===== config.mk =====
export PLATFORM = sky130hd
export DESIGN_NAME = uart_wake_rx
export DESIGN_NICKNAME = d
export VERILOG_FILES = /design/src/rtl/uart_wake_rx_pkg.sv /design/src/rtl/uart_wake_rx_ctrl.sv /design/src/rtl/uart_wake_rx_dp.sv /design/src/rtl/uart_wake_rx.sv
export SDC_FILE = /design/constraint.sdc
export NUM_CORES = 1
export LEC_CHECK = 0
export ABC_AREA = 1
export BUFFER_PORTS_ARGS = -buffer_cell sky130_fd_sc_hd__buf_4
export CAP_MARGIN = 20
export CORE_MARGIN = 5
export CORE_UTILIZATION = 45
export DETAILED_ROUTE_END_ITERATION = 8
export GPL_TIMING_DRIVEN = 0
export PLACE_DENSITY = 0.63
export SETUP_SLACK_MARGIN = 0.2
export SKIP_CTS_REPAIR_TIMING = 1
export SLEW_MARGIN = 20
export SYNTH_ARGS = -nofsm -noshare
export SYNTH_HDL_FRONTEND = slang
export SYNTH_SLANG_ARGS = --single-unit
export TNS_END_PERCENT = 5

===== constraint.sdc =====
create_clock -name clk -period 4.2 [get_ports clk]
set_input_delay 0.84 -clock clk [delete_from_list [all_inputs] [get_ports clk]]
set_output_delay 0.84 -clock clk [all_outputs]
set_load 0.01 [all_outputs]

===== src/rtl/uart_wake_rx_pkg.sv =====
package uart_wake_rx_pkg;

  localparam int BIT_IDX_W = 4;

  typedef enum logic [1:0] {
    ST_IDLE,
    ST_START,
    ST_DATA,
    ST_STOP
  } rxState_e;

  // strobes from the sequencer to the datapath, already qualified by the tick
  typedef struct packed {
    logic                 startFound;
    logic                 bitTake;
    logic                 stopTake;
    logic                 idleCountEn;
    logic [BIT_IDX_W-1:0] bitIdx;
  } rxStrobe_t;

endpackage


===== src/rtl/uart_wake_rx_ctrl.sv =====
module uart_wake_rx_ctrl
  import uart_wake_rx_pkg::*;
#(
  parameter int OVERSAMPLE = 16,
  parameter int DATA_W     = 8
) (
  input  logic      clk,
  input  logic      rstN,
  input  logic      tick16,
  input  logic      rxLine,
  input  logic      nineBit,
  input  logic      idleLong,
  output rxStrobe_t strb
);

  localparam int OS_W      = $clog2(OVERSAMPLE);
  localparam int START_CHK = OVERSAMPLE / 2 - 1;
  localparam int MID_TICK  = OVERSAMPLE / 2;

  rxState_e             state;
  logic [OS_W-1:0]      tickCnt;
  logic [BIT_IDX_W-1:0] bitIdx;
  logic [BIT_IDX_W-1:0] lastIdx;
  logic                 bitEnd;

  assign lastIdx = nineBit ? BIT_IDX_W'(DATA_W) : BIT_IDX_W'(DATA_W - 1);
  assign bitEnd  = (tickCnt == OS_W'(OVERSAMPLE - 1));

  always_ff @(posedge clk or negedge rstN) begin
    if (!rstN) begin
      state   <= ST_IDLE;
      tickCnt <= '0;
      bitIdx  <= '0;
    end else if (tick16) begin
      unique case (state)
        ST_IDLE: begin
          if (!rxLine) begin
            state   <= ST_START;
            tickCnt <= OS_W'(1);
          end
        end
        ST_START: begin
          tickCnt <= tickCnt + 1'b1;
          if (tickCnt == OS_W'(START_CHK) && rxLine) begin
            state <= ST_IDLE;
          end else if (bitEnd) begin
            state  <= ST_DATA;
            bitIdx <= '0;
          end
        end
        ST_DATA: begin
          tickCnt <= tickCnt + 1'b1;
          if (bitEnd) begin
            if (bitIdx == lastIdx) state <= ST_STOP;
            else bitIdx <= bitIdx + 1'b1;
          end
        end
        ST_STOP: begin
          tickCnt <= tickCnt + 1'b1;
          if (tickCnt == OS_W'(MID_TICK)) state <= ST_IDLE;
        end
        default: state <= ST_IDLE;
      endcase
    end
  end

  always_comb begin
    strb.startFound  = tick16 && (state == ST_IDLE) && !rxLine;
    strb.bitTake     = tick16 && (state == ST_DATA) && (tickCnt == OS_W'(MID_TICK));
    strb.stopTake    = tick16 && (state == ST_STOP) && (tickCnt == OS_W'(MID_TICK));
    strb.idleCountEn = idleLong ? (state == ST_IDLE) : (state != ST_START);
    strb.bitIdx      = bitIdx;
  end

endmodule


===== src/rtl/uart_wake_rx_dp.sv =====
module uart_wake_rx_dp
  import uart_wake_rx_pkg::*;
#(
  parameter int OVERSAMPLE = 16,
  parameter int DATA_W     = 8
) (
  input  logic              clk,
  input  logic              rstN,
  input  logic              tick16,
  input  logic              rxLine,
  input  rxStrobe_t         strb,
  input  logic              nineBit,
  input  logic              parityEn,
  input  logic              parityOdd,
  input  logic              wakeAddr,
  input  logic              sleepReq,
  output logic [DATA_W-1:0] rxData,
  output logic              rxBit9,
  output logic              rxValid,
  output logic              parityErr,
  output logic              frameErr,
  output logic              idleFlag,
  output logic              asleep
);

  localparam int IDLE_W = $clog2((DATA_W + 3) * OVERSAMPLE + 1);

  logic [1:0]        vote;
  logic              bitNow;
  logic [DATA_W:0]   frameBits;
  logic              lastBit;
  logic              deliver;
  logic [IDLE_W-1:0] idleCnt;
  logic [IDLE_W-1:0] idleTh;
  logic              idleHit;
  logic              wakeNow;

  // two earlier samples plus the live one form the vote
  assign bitNow  = (vote[1] & vote[0]) | (vote[1] & rxLine) | (vote[0] & rxLine);
  assign lastBit = nineBit ? frameBits[DATA_W] : frameBits[DATA_W-1];
  assign deliver = strb.stopTake && (!asleep || (wakeAddr && lastBit));
  assign idleTh  = nineBit ? IDLE_W'((DATA_W + 3) * OVERSAMPLE)
                           : IDLE_W'((DATA_W + 2) * OVERSAMPLE);
  assign idleHit = tick16 && strb.idleCountEn && rxLine && (idleCnt == idleTh - 1'b1);
  assign wakeNow = (idleHit && !wakeAddr) || (strb.stopTake && wakeAddr && lastBit);

  always_ff @(posedge clk or negedge rstN) begin
    if (!rstN) begin
      vote      <= 2'b11;
      frameBits <= '0;
      idleCnt   <= '0;
    end else begin
      if (tick16) begin
        vote <= {vote[0], rxLine};
        if (!strb.idleCountEn || !rxLine) idleCnt <= '0;
        else if (idleCnt < idleTh)        idleCnt <= idleCnt + 1'b1;
      end
      if (strb.startFound) begin
        frameBits <= '0;
      end else if (strb.bitTake) begin
        for (int i = 0; i <= DATA_W; i++) begin
          if (strb.bitIdx == BIT_IDX_W'(i)) frameBits[i] <= bitNow;
        end
      end
    end
  end

  always_ff @(posedge clk or negedge rstN) begin
    if (!rstN) begin
      rxData    <= '0;
      rxBit9    <= 1'b0;
      rxValid   <= 1'b0;
      parityErr <= 1'b0;
      frameErr  <= 1'b0;
      idleFlag  <= 1'b0;
      asleep    <= 1'b0;
    end else begin
      rxValid <= deliver;
      if (deliver) begin
        rxData    <= frameBits[DATA_W-1:0];
        rxBit9    <= nineBit & frameBits[DATA_W];
        parityErr <= parityEn & ((^frameBits) != parityOdd);
        frameErr  <= !bitNow;
      end
      if (strb.startFound)         idleFlag <= 1'b0;
      else if (idleHit && !asleep) idleFlag <= 1'b1;
      if (sleepReq)     asleep <= 1'b1;
      else if (wakeNow) asleep <= 1'b0;
    end
  end

endmodule


===== src/rtl/uart_wake_rx.sv =====
module uart_wake_rx
  import uart_wake_rx_pkg::*;
#(
  parameter int OVERSAMPLE = 16,
  parameter int DATA_W     = 8
) (
  input  logic              clk,
  input  logic              rstN,
  input  logic              tick16,
  input  logic              rxPin,
  input  logic              loopTx,
  input  logic              txPinIn,
  input  logic              loopEn,
  input  logic              singleWire,
  input  logic              nineBit,
  input  logic              parityEn,
  input  logic              parityOdd,
  input  logic              idleLong,
  input  logic              wakeAddr,
  input  logic              sleepReq,
  output logic [DATA_W-1:0] rxData,
  output logic              rxBit9,
  output logic              rxValid,
  output logic              parityErr,
  output logic              frameErr,
  output logic              idleFlag,
  output logic              asleep
);

  logic      rxLine;
  rxStrobe_t strb;

  assign rxLine = !loopEn ? rxPin : (singleWire ? txPinIn : loopTx);

  uart_wake_rx_ctrl #(.OVERSAMPLE(OVERSAMPLE), .DATA_W(DATA_W)) u_ctrl (
    .clk(clk), .rstN(rstN), .tick16(tick16), .rxLine(rxLine),
    .nineBit(nineBit), .idleLong(idleLong), .strb(strb)
  );

  uart_wake_rx_dp #(.OVERSAMPLE(OVERSAMPLE), .DATA_W(DATA_W)) u_dp (
    .clk(clk), .rstN(rstN), .tick16(tick16), .rxLine(rxLine), .strb(strb),
    .nineBit(nineBit), .parityEn(parityEn), .parityOdd(parityOdd),
    .wakeAddr(wakeAddr), .sleepReq(sleepReq),
    .rxData(rxData), .rxBit9(rxBit9), .rxValid(rxValid),
    .parityErr(parityErr), .frameErr(frameErr),
    .idleFlag(idleFlag), .asleep(asleep)
  );

endmodule


; ---- Word level (Yosys, flattened, before mapping)
; Index checks and enable logic that the tools add are counted.
[totals]
output_inout_bits = 14
inputBits = 14
word_cells = 151
ff_bits = 43
[op_classes]
bitwise = 7
n_lt_le_gt_ge = 1
eq_ne = 26
add_sub_neg = 4
n_mux = 37
n_reduce_logical = 55
[ops]
columns = operator, n
row1 = nonzero test 2 bit, 14
row2 = two-way mux 4 bit, 6
row3 = AND reduction 2 bit, 11
row4 = == test 4 x 3 -> 1 bit (second input constant), 5
row5 = two-way mux 9 bit, 2
row6 = two-way mux 1 bit, 17
row7 = logical AND 1 bit, 16
row8 = two-way mux 8 bit, 2
row9 = one-hot mux 4 bit (2 select lines), 2
row10 = == test 4 bit (second input constant), 3
row11 = two-way mux 2 bit, 6
row12 = AND reduction 6 bit, 2
row13 = != test 2 x 1 -> 1 bit (second input constant), 5
row14 = XOR reduction 9 bit, 1
row15 = adder 4 x 1 -> 4 bit (second input constant), 2
row16 = adder 8 x 1 -> 8 bit (second input constant), 1
row17 = == test 4 x 2 -> 1 bit (second input constant), 2
row18 = == test 8 bit, 1
row19 = < comparator 8 bit, 1
row20 = one-hot mux 2 bit (4 select lines), 1
row21 = subtractor 8 x 1 -> 8 bit (second input constant), 1
row22 = != test 2 bit (second input constant), 3
row23 = bitwise AND 1 bit, 5
row24 = logical NOT 1 bit, 5
row25 = 12 further kinds, 16

; ---- Longest topological paths before layout
[logic_depth]
depth_word = 9
ltp_mapped = 11

; ---- Hierarchy
; From an unflattened synthesis, not the netlist that was laid out.
[unflattened]
hier_cells = 329
area_unflattened_um2 = 2509.9
[by_module_without_submodules]
columns = mod, area_per_inst_um2, cells_per_inst, instances, seq_area_each_um2
row1 = uart_wake_rx_dp, 1799.2, 224, 1, 828.3
row2 = uart_wake_rx_ctrl, 675.6, 96, 1, 250.2
row3 = uart_wake_rx, 35.0, 9, 1, 0.0

; ---- Least setup slack after synthesis
; No wires, ideal clock.
[synth_timing]
path_type = input to register
from = input nineBit
to = register u_dp.asleep
setup_time_ns = 0.123
stages = 7
t_arrival_ns = 1.704
setup_slack_ns = 2.373
path_buffers = 0
required_time_ns = 4.077
path_cell_list = ha_1 nor2_1 nand2_1 nor3_1 nand2_1 o21ai_0 nand2_1
[synth_between]
elab_chain_len = 7
elab_cells_between_ends = 9
classes_between = add/sub: 1 / eq/ne: 1 / mux: 2 / reduce/logical: 5
[synth_rtl]
columns = element, line
row1 = from (decl), uart_wake_rx.sv:15  ; input logic nineBit,
row2 = two-way mux 5 bit, uart_wake_rx_dp.sv:42  ; assign idleTh = nineBit ? IDLE_W'((DATA_W + 3) * OVERSAMPLE)
row3 = subtractor 8 x 1 -> 8 bit, uart_wake_rx_dp.sv:44  ; assign idleHit = tick16 && strb.idleCountEn && rxLine && (idleCnt == idleTh - 1'b1);
row4 = == test 8 bit, uart_wake_rx_dp.sv:44
row5 = logical AND 1 bit, uart_wake_rx_dp.sv:44
row6 = logical AND 1 bit, uart_wake_rx_dp.sv:45  ; assign wakeNow = (idleHit && !wakeAddr) || (strb.stopTake && wakeAddr && lastBit);
row7 = logical OR 1 bit (*), uart_wake_rx_dp.sv:45
row8 = nonzero test 2 bit (no source line) (*), -
row9 = to (signal assigned), uart_wake_rx_dp.sv:76  ; asleep <= 1'b0;
row10 = to (signal assigned), uart_wake_rx_dp.sv:87  ; if (sleepReq) asleep <= 1'b1;
row11 = to (signal assigned), uart_wake_rx_dp.sv:88  ; else if (wakeNow) asleep <= 1'b0;
row12 = to (decl), uart_wake_rx_dp.sv:23  ; output logic asleep
; Mark *: on every way between the ends. The rest lies on a longest branch, timed or not.
; A chain may end at the register's enable or synchronous reset.

; ---- Final worst setup path
[layout_timing]
from = register u_ctrl.state[0]
to = register u_dp.frameBits[5]
[layout_between]
elab_chain_len = 5
elab_cells_between_ends = 10
classes_between = eq/ne: 1 / mux: 1 / reduce/logical: 8
[layout_rtl]
columns = element, line
row1 = from (decl), uart_wake_rx_ctrl.sv:20  ; rxState_e state;
row2 = from (signal assigned), uart_wake_rx_ctrl.sv:31  ; state <= ST_IDLE;
row3 = from (signal assigned), uart_wake_rx_ctrl.sv:38  ; state <= ST_START;
row4 = from (signal assigned), uart_wake_rx_ctrl.sv:45  ; state <= ST_IDLE;
row5 = == test 2 bit / logical NOT 2 bit (equally long branches), "uart_wake_rx_ctrl.sv:69, uart_wake_rx_ctrl.sv:68"
row6 = logical AND 1 bit (on tied branches) (2 in a row), "uart_wake_rx_ctrl.sv:69, uart_wake_rx_ctrl.sv:68"
row7 = nonzero test 2 bit (no source line), -
row8 = AND reduction 2 bit (no source line), -
row9 = "to (signal, indexed assignment)", uart_wake_rx_dp.sv:62  ; if (strb.bitIdx == BIT_IDX_W'(i)) frameBits[i] <= bitNow;
row10 = to (decl), uart_wake_rx_dp.sv:30  ; logic [DATA_W:0] frameBits;
; Several ways; a longest one is shown, not always the timed one.

==> results.txt <==
The flop and latch count out of synthesis came out at 43. The number of antenna violations at the first check in global routing came out at 0. The clock latency at the later pin of the worst-skew pair came out at 300 ps. The number of nets still failing antenna checks after routing came out at 0. The sequential element share of the synthesized area came out at 43.1%. In this run the power density over the cells is roughly 400 nW/um^2. The maximum buffer depth of the clock tree is 2. The leakage component of the power is 1.56 nW. The class of the most critical setup path is reg2reg.

After synthesis, the most frequently instantiated cells are sky130_fd_sc_hd__nand2_1 (101), sky130_fd_sc_hd__dfrtp_1 (41), sky130_fd_sc_hd__inv_1 (38). The max-slew violation count came out at 0. By instance count, the leading cell after synthesis is sky130_fd_sc_hd__nand2_1. The wire length on met1 came out at between 2000 and 2500 um.

The number of nets in the synthesized netlist is around 350. The average vias per placed instance came out at about 4.7. The min-delay analysis places its worst path in the category reg2reg.

The highest clock rate came out at about 530 MHz. The worst register-to-register path begins at u_ctrl.state[0]. The port buffer count came out at 27. The amount of wire on met2 after detailed routing is around 2200 um.

The horizontal extent of the die came out at between 80 and 90 um. The post-synthesis area per instance is 7.73 um^2. The fraction of synthesis flops using an asynchronous set or reset pin came out at between 90% and 100%.

The H-tree level count came out at 2. The endpoint arrival time on the critical path came out at approximately 2100 ps. The last weighted congestion value of the routability-driven placer is approximately 0.77. The shortest clock period the worst path allows after layout came out at 1870 ps. The clock sink count is 43. The final setup violation count is 0. The area taken by multi-input logic gates is about 1200 um^2. The pin count of the biggest net entering global routing is 44. The register area came out at approximately 1100 um^2.

The total overflow reported by the global router came out at 0. The worst-case clock skew came out at 7.87 ps. The highest layer touched by signal routing is met4. The synthesized netlist contains 28 unique library cells.

Wire segments on met3 add up to approximately 180 um in the final route. The initial cell density of the core is between 40% and 50%. The floorplan has 27 rows. The count of flip-flops with a built-in enable after synthesis came out at 0. The most frequently used flop master after synthesis is sky130_fd_sc_hd__dfrtp_1.

The share of the clock period used by the worst path came out at about 45%. The number of max-cap violations is 0. The overall power of the completed layout came out at between 0.001 and 0.0015 W. The setup TNS came out at 0 ps. Summing every instance area after synthesis gives 2500 um^2. In this run the tightest slew margin relative to its limit is a little over half. The number of DRC violations after detailed-routing iteration 0 came out at a little over 100. 0 antenna diodes ended up in the layout. The number of global-route vias before repair came out at ~2000. The share of the synthesized area in the top cell type came out at about 41%.

The hold violation count in the final report is 0. In this run the worst path has a maximum fanout of 9. At the pin with the least slew margin, the transition time is around 700 ps.

The tree is rooted in a sky130_fd_sc_hd__clkbuf_8. The data required time at the worst endpoint came out at around 4400 ps. STA classifies the critical path endpoint as a register. The fill cell total of the finished layout is about 530.

TritonCTS built the clock tree. The area growth from synthesis to final layout is 17.0%. The clock transition at the registers of the reported paths is roughly 80 ps. The routed wirelength normalized by instance count came out at between 10 and 15 um. The largest total area in the synthesized netlist belongs to sky130_fd_sc_hd__dfrtp_1. The synthesis warning total is 0. The total routing usage reported by global routing is around 15%. In this run the worst setup path begins at u_ctrl.state[0]. The flow ran to the end, and the final reports show no timing, DRC or antenna violations. The routed wire length came out at around 5000 um. For this block, the via count after detailed routing is 2045. The pre-antenna-repair detailed-routing pass consisted of 4 iterations. Setup repair after global routing left no endpoint under its margin. The launching element type of the critical path is a register. The core region is 5470 um^2. The half-perimeter wire length after detailed placement came out at 3680 um. In the post-synthesis netlist, the biggest area contributors are sky130_fd_sc_hd__dfrtp_1 (41%), sky130_fd_sc_hd__nand2_1 (15%), sky130_fd_sc_hd__ha_1 (6.5%), sky130_fd_sc_hd__inv_1 (5.7%), sky130_fd_sc_hd__o21ai_0 (4.8%). The number of instances in the synthesized netlist came out at approximately 320.

The maximum vdd ir drop came out at roughly 0.27 mV. The clock buffer count from CTS is 5. The die area came out at 7160 um^2. The number of top-level pins is 28. The number of remaining DRC errors came out at 0. The startpoint identified for the worst hold timing path is u_dp.vote[1]. The floorplan step set the die height to 84.6 um. The global-route wire length before repair is 9020 um. At the end of the flow, the number of nets in the layout was roughly 390.

The layout cell share with drive strength beyond 1 is 14.2%.
==> stage by stage <==
step / instance area [um^2] / util (%) / hold slack, ps / std cells / setup WS (ps)
final: 2930 / 53.5 / 475 / 431 / 2330
after global routing: 2930 / 53.5 / 516 / 431 / 2070
after CTS: 2930 / 53.5 / 478 / 431 / 2290
after detailed placement: 2800 / 51.1 / 465 / 423 / 2120
after global placement: 2800 / 51.1 / 456 / 423 / 2110
after floorplan: 2500 / - / 449 / 324 / 2370
==> path summary, 6_finish.rpt <==
check	to	slack (ps)	depth (start not counted)
max	u_dp.frameBits[5]	2330	7
max reg2reg	u_dp.frameBits[5]	2330	7
min reg2reg	u_dp.vote[1]	480	2
min	u_dp.vote[1]	480	2
min in group asynchronous	u_ctrl.bitIdx[1]	530	1
max in group asynchronous	u_dp.vote[0]	3300	1
==> report_power, final <==
part,switching (W),internal (W),leakage (nW)
combinational,0.000205,0.000111,0.910
sequential,0.0000500,0.000457,0.580
clock,0.000144,0.000238,0.0654
total,0.000399,0.000805,1.56
==> metal layers <==
layer / up-vias / global-route usage [%]
li1: 1094 / -
met5: - / 0
met1: 916 / 20.0
met4: 0 / 4.75
met3: 6 / 3.53
met2: 29 / 24.4
==> kinds of logic (layout without fill, tap and decap cells) <==
group / after synthesis / in the layout / synth area share (%)
simple gates: 165 / 165 / 28.1
buf+inv: 44 / 79 / 7.19
compound gates: 43 / 43 / 9.59
flops: 43 / 43 / 43.1
xor+xnor: 16 / 16 / 5.59
fa+ha+maj: 13 / 13 / 6.49
==> cell type report <==
type / count / area share [%]
well taps: 72 / 3.07
plain buffers: 3 / 0.897
repair buffers: 27 / 6.92
inverters: 41 / 5.25
clock buffers: 6 / 2.48
clock inverters: 2 / 2.05
flip-flops and latches: 43 / 36.8
multi-input cells: 237 / 42.5
==> layout by cell type (no fill, tap or decap), types with 2 or more instances in the layout <==
cell,Yosys,layout
sky130_fd_sc_hd__buf_6,2,2
sky130_fd_sc_hd__ha_1,13,13
sky130_fd_sc_hd__clkbuf_1,1,2
sky130_fd_sc_hd__o21ai_0,24,24
sky130_fd_sc_hd__nor2_2,2,2
sky130_fd_sc_hd__nor2_1,21,21
sky130_fd_sc_hd__nor3_1,9,9
sky130_fd_sc_hd__nand2_2,2,2
sky130_fd_sc_hd__inv_2,2,2
sky130_fd_sc_hd__a31oi_1,2,2
sky130_fd_sc_hd__o21ai_2,3,3
sky130_fd_sc_hd__xor2_1,11,11
sky130_fd_sc_hd__xnor2_1,5,5
sky130_fd_sc_hd__inv_1,38,38
sky130_fd_sc_hd__nand3_1,21,21
sky130_fd_sc_hd__dfstp_2,2,2
sky130_fd_sc_hd__nand3b_1,2,2
sky130_fd_sc_hd__bufinv_16,0,2
sky130_fd_sc_hd__buf_4,0,27
sky130_fd_sc_hd__a21oi_1,12,12
sky130_fd_sc_hd__clkbuf_8,0,5
sky130_fd_sc_hd__dfrtp_1,41,41
sky130_fd_sc_hd__nand2_1,101,101
sky130_fd_sc_hd__nand4_1,3,3
==> sequential cells by signal, indices dropped and copies added, names as in the netlist, 2 cells and up, named ones only <==
name / flops
u_ctrl.bitIdx: 4
u_ctrl.tickCnt: 4
u_dp.frameBits: 9
u_dp.idleCnt: 8
u_dp.rxData: 8
u_dp.vote: 2
==> worst max-delay path: stages, from the launching register on <==
cell and delay (ps):
sky130_fd_sc_hd__dfrtp_1 440, sky130_fd_sc_hd__inv_1 180, sky130_fd_sc_hd__ha_1 170, sky130_fd_sc_hd__clkbuf_1 280, sky130_fd_sc_hd__nand2_2 190, sky130_fd_sc_hd__nor3_1 260, sky130_fd_sc_hd__o21ai_0 130, sky130_fd_sc_hd__a21oi_1 140
Note: power is estimated with default switching activity, not from simulation.
